<file path="src/rtl/dpwm_gate_gen.sv">
module dpwm_gate_gen #(
  parameter int REF_W = 12,
  parameter int CNT_W = 10,
  parameter int DT_W  = 8
) (
  input  logic                    clk,
  input  logic                    rst,
  input  logic                    svm_mode,
  input  logic [CNT_W-1:0]        carrier_top,
  input  logic [DT_W-1:0]         dead_cnt,
  input  logic signed [REF_W-1:0] ref_a,
  input  logic signed [REF_W-1:0] ref_b,
  input  logic signed [REF_W-1:0] ref_c,
  output logic [2:0]              gate_hi,
  output logic [2:0]              gate_lo,
  output logic [2:0]              state_code,
  output logic                    period_start
);
  localparam int XW = REF_W + 3;
  localparam int PW = REF_W + CNT_W + 2;
  localparam logic signed [XW-1:0] FS = XW'((1 << (REF_W - 1)) - 1);

  logic signed [XW-1:0] r [3];
  logic signed [XW-1:0] hi_ref, lo_ref, mag_hi, mag_lo, sum, off;
  logic signed [XW-1:0] adj_d [3];
  logic signed [XW-1:0] adj_q [3];
  logic [CNT_W-1:0]     cnt;
  logic                 up, armed;
  logic [REF_W:0]       span [3];
  logic [PW-1:0]        prod [3];
  logic [CNT_W+1:0]     thr  [3];
  logic [2:0]           ideal, prev_q, flip;
  logic [DT_W-1:0]      dtc [3];

  assign r[2] = XW'(ref_a);
  assign r[1] = XW'(ref_b);
  assign r[0] = XW'(ref_c);

  always_comb begin
    hi_ref = r[0];
    lo_ref = r[0];
    for (int i = 1; i < 3; i++) begin
      if (r[i] > hi_ref) hi_ref = r[i];
      if (r[i] < lo_ref) lo_ref = r[i];
    end
  end

  assign mag_hi = (hi_ref < 0) ? -hi_ref : hi_ref;
  assign mag_lo = (lo_ref < 0) ? -lo_ref : lo_ref;
  assign sum    = hi_ref + lo_ref;
  assign off    = svm_mode ? ((-sum) >>> 1)
                : (mag_hi >= mag_lo) ? (FS - hi_ref) : (-FS - lo_ref);

  always_comb begin
    for (int i = 0; i < 3; i++) begin
      if (r[i] + off > FS)       adj_d[i] = FS;
      else if (r[i] + off < -FS) adj_d[i] = -FS;
      else                       adj_d[i] = r[i] + off;
    end
  end

  always_ff @(posedge clk) begin
    if (rst) begin
      cnt   <= '0;
      up    <= 1'b1;
      armed <= 1'b0;
      for (int i = 0; i < 3; i++) adj_q[i] <= '0;
    end else begin
      if (up) begin
        cnt <= cnt + CNT_W'(1);
        if (cnt + CNT_W'(1) == carrier_top) up <= 1'b0;
      end else begin
        cnt <= cnt - CNT_W'(1);
        if (cnt == CNT_W'(1)) up <= 1'b1;
      end
      if (cnt == '0) begin
        armed <= 1'b1;
        for (int i = 0; i < 3; i++) adj_q[i] <= adj_d[i];
      end
    end
  end

  always_comb begin
    for (int i = 0; i < 3; i++) begin
      span[i]  = (REF_W+1)'(adj_q[i] + FS);
      prod[i]  = PW'(span[i]) * PW'(carrier_top) + PW'(span[i]);
      thr[i]   = (CNT_W+2)'(prod[i] >> REF_W);
      ideal[i] = armed & ((adj_q[i] >= FS) |
                 ((adj_q[i] > -FS) & ({2'b00, cnt} < thr[i])));
    end
  end

  assign state_code   = ideal;
  assign period_start = armed & up & (cnt == CNT_W'(1));
  assign flip         = ideal ^ prev_q;

  always_ff @(posedge clk) begin
    if (rst) begin
      prev_q  <= '0;
      gate_hi <= '0;
      gate_lo <= '0;
      for (int i = 0; i < 3; i++) dtc[i] <= '0;
    end else begin
      prev_q <= ideal;
      for (int i = 0; i < 3; i++) begin
        if (flip[i])            dtc[i] <= dead_cnt;
        else if (dtc[i] != '0)  dtc[i] <= dtc[i] - DT_W'(1);
        gate_hi[i] <= ideal[i] & ~flip[i] & (dtc[i] == '0);
        gate_lo[i] <= armed & ~ideal[i] & ~flip[i] & (dtc[i] == '0);
      end
    end
  end
endmodule

</file>
<file path="config.mk">
export PLATFORM = sky130hd
export DESIGN_NAME = dpwm_gate_gen
export DESIGN_NICKNAME = d
export VERILOG_FILES = /design/src/rtl/dpwm_gate_gen.sv
export SDC_FILE = /design/constraint.sdc
export NUM_CORES = 1
export LEC_CHECK = 0
export BUFFER_PORTS_ARGS = -buffer_cell sky130_fd_sc_hd__buf_2
export CORE_MARGIN = 2
export CORE_UTILIZATION = 40
export DETAILED_ROUTE_END_ITERATION = 7
export PLACE_DENSITY = 0.62
export SYNTH_ARGS = -nofsm -noshare
export SYNTH_HDL_FRONTEND = slang
export SYNTH_SLANG_ARGS = --single-unit
</file>
<file path="constraint.sdc">
create_clock -name clk -period 16.33 [get_ports clk]
set_clock_uncertainty 0.1 [all_clocks]
set_input_delay 4.0825 -clock clk [delete_from_list [all_inputs] [get_ports clk]]
set_output_delay 4.0825 -clock clk [all_outputs]
set_load 0.005 [all_outputs]
</file>
==> flow_summary.yaml <==
cts:
  cts_buffers: 9
  cts.sinks: 90
  cts_setup_buffers: 0
  clkSlewWorstSetupHoldPaths_ns: 0.07
  cts_buffer_depth: 2
  cts_tree: "yes"
  cts-resized-gates: 0
  cts-root-buf: "clkbuf_16"
  cts_max_level: 3
  holdBufCountCts: 0
  insertion_delay_ns: 0.35
drt:
  vias: 19598
  drt-met1-wl_um: 27900
  ant_nets: 0
  drc: 0
  top_layer: "met4"
  first_pass_iters: 6
  wl_um: 61000
  routed_via_density: 5.31
  post_drt_wl_per_cell_um: 16.5
  wl_met3_um: 3000
  route.met2.wl_um: 28600
  drt_iter0_markers: 1211
min_path:
  hp-class: "register to register"
  min_path_cells: 2
  min_to: "gate_lo[2]$_SDFF_PP0_"
  min_from: "armed$_SDFFE_PP0N_"
timing:
  worst_pin_slew_ns: 1.22
  slew_headroom_pct: 18.4
  rsz0062_at_grt: "no"
  worst_slack_ns: 0.504
  min_period_ns: 15.83
  hold_violations: 0
  fmax_ghz: 0.0632
  holdWs_ns: 0.487
  slew_violations: 0
  tns_ns: 0
  setup-violations-final: 0
  fin_crit_sh_pct: 96.9
synth:
  synth_ff_type: "edfxtp_1"
  syn-cell-area_sq_um: 24400
  synth_common_cells: "inv_1 (419), ha_1 (349), nand2_1 (346)"
  postSynthCellCount: 2881
  yosys.area.top_type: "fa_1"
  synth_edf_count: 69
  synth_most_common_cell: "inv_1"
  synth-seq-cells: 90
  synth_top_family_by_area: "adder cells"
  seq_area_frac_synth_pct: 10.2
  synth-xor-area-share_pct: 6.25
  yosysWarnings: 0
  synthSimpleGateAreaFrac_pct: 19.1
  syn_avg_cell_area_sq_um: 8.46
  synth.area.mux_share_pct: 2.12
  ys_types: 85
  ys_top_cells_by_area: "fa_1 (25%), ha_1 (18%), edfxtp_1 (8.5%)"
  synth_compound_area_share_pct: 11.2
  ys_async_sr_fraction_pct: 0
  synth_top_cell_area_share_pct: 24.7
  synth_fa_ha_area_share_pct: 42.7
layout:
  area.growth.synth_to_final_pct: 6.65
  ff_latch_area_sq_um: 2490
  multi_input_area_sq_um: 19900
  drive_above_1_share_pct: 6.26
  fillers: 6116
  diodes: 0
  final_nets: 3611
die:
  die-area_sq_um: 62900
  start_util_pct: 40.4
  row_count: 90
  coreArea_sq_um: 60200
  die_x_um: 251
  io_pins: 67
  die_y_um: 251
place:
  hpwlAfterDp_um: 49900
  portBuffers: 66
  pre_cts_slack_ns: 0.535
  gp_congestion: 0.940
global_route:
  antenna_found_initial: 0
  track_usage_pct: 19.6
  grt_pass1_vias: 19268
  grt_pass1_wl_um: 100000
  overflow: 0
  grt_max_degree: 46
critical_path:
  cp-start-kind: "primary input"
  timing.rr.start: "adj_q[0][0]$_SDFFCE_PN0P_"
  worstPathRequired_ns: 12.15
  crit_start: "carrier_top[3]"
  r2r_end: "dtc[0][3]$_SDFFCE_PP0P_"
  cp.arrival_ns: 11.64
  critPathMaxFanout: 33
  endpoint_kind: "output pin"
  critical_path_class: "primary input to output pin"
  reg2reg_depth: 37
  r2r_slack_ns: 5.03
run:
  maxCapViolCount: 0
status:
  status: "complete, no violations"
==> cell type report <==
type,count,area share (%)
clock inverter,5,0.226
multi-input combinational,2255,76.4
inverter,421,6.08
clock buffer,11,0.896
sequential,90,9.59
timing repair buffer,127,3.03
tap,782,3.77
==> flip-flops by register name, summed over array words and instances, names as in the netlist <==
register,cells
gate_hi,3
adj_q,45
dtc,24
prev_q,3
cnt,10
up,1
armed,1
gate_lo,3
==> critical path, cell delays in order <==
cell and delay, ns:
buf_2 0.60, nand2_1 0.17, fa_1 0.53, fa_1 0.51, inv_1 0.05, fa_1 0.47, inv_1 0.06, fa_1 0.53
inv_1 0.05, fa_1 0.48, ha_1 0.32, a21o_1 0.16, a211oi_1 0.26, a21oi_1 0.20, o2bb2ai_1 0.24, o21ai_0 0.24
a21oi_1 0.13, or3_1 0.32, nand2_1 0.08, ha_1 0.23, a21o_1 0.16, a21oi_1 0.14, nor2b_1 0.06, a2111oi_0 0.40
a222oi_1 0.22, o21ai_0 0.59, and2_1 0.25, buf_2 0.12
==> routing by layer <==
layer  global-route usage (%)  vias up
li1                         -     9524
met1                     27.3     9461
met2                     32.6      529
met3                     1.48       84
met4                     5.90        0
met5                        0        -
==> cells by family (layout without fill, tap and decap cells) <==
family | Yosys count | count (layout)
mux | 46 | 46
fa+ha+maj | 651 | 651
simple gates | 962 | 962
buf+inv | 540 | 564
xor+xnor | 174 | 174
flops | 90 | 90
other cells | 2 | 6
compound gates | 416 | 416
==> worst max-delay path by stage <==
stage	slack [ns]	to
6_report	0.50	state_code[1]
5_1_grt	0.05	state_code[1]
4_1_cts	0.54	state_code[1]
3_5_place_dp	0.54	state_code[1]
3_3_place_gp	0.59	state_code[1]
2_1_floorplan	1.08	adj_q[0][9]$_SDFFCE_PN0P_
==> cell usage in the layout (no fill, tap or decap), types with 37 or more instances in the layout <==
master and count:
and2_1 108, nand2_1 346, fa_1 301, buf_4 61
edfxtp_1 69, nor3_1 49, a21o_1 37, nor2b_1 63
ha_1 349, nand3_1 44, buf_2 66, inv_1 419
xnor2_1 97, xor2_1 77, a21oi_1 107, o21ai_0 104
nor2_1 189
==> stage by stage <==
step,utilization (%),cell area (sq um),std cells
2_1_floorplan,-,24400,2885
3_3_place_gp,42.6,25700,3675
5_1_grt,43.1,26000,3691
4_1_cts,43.1,26000,3691
3_5_place_dp,42.6,25700,3675
6_report,43.1,26000,3691
Power is not shown: default switching activity piles up to over one toggle a cycle in this logic, so the estimate is an artifact.
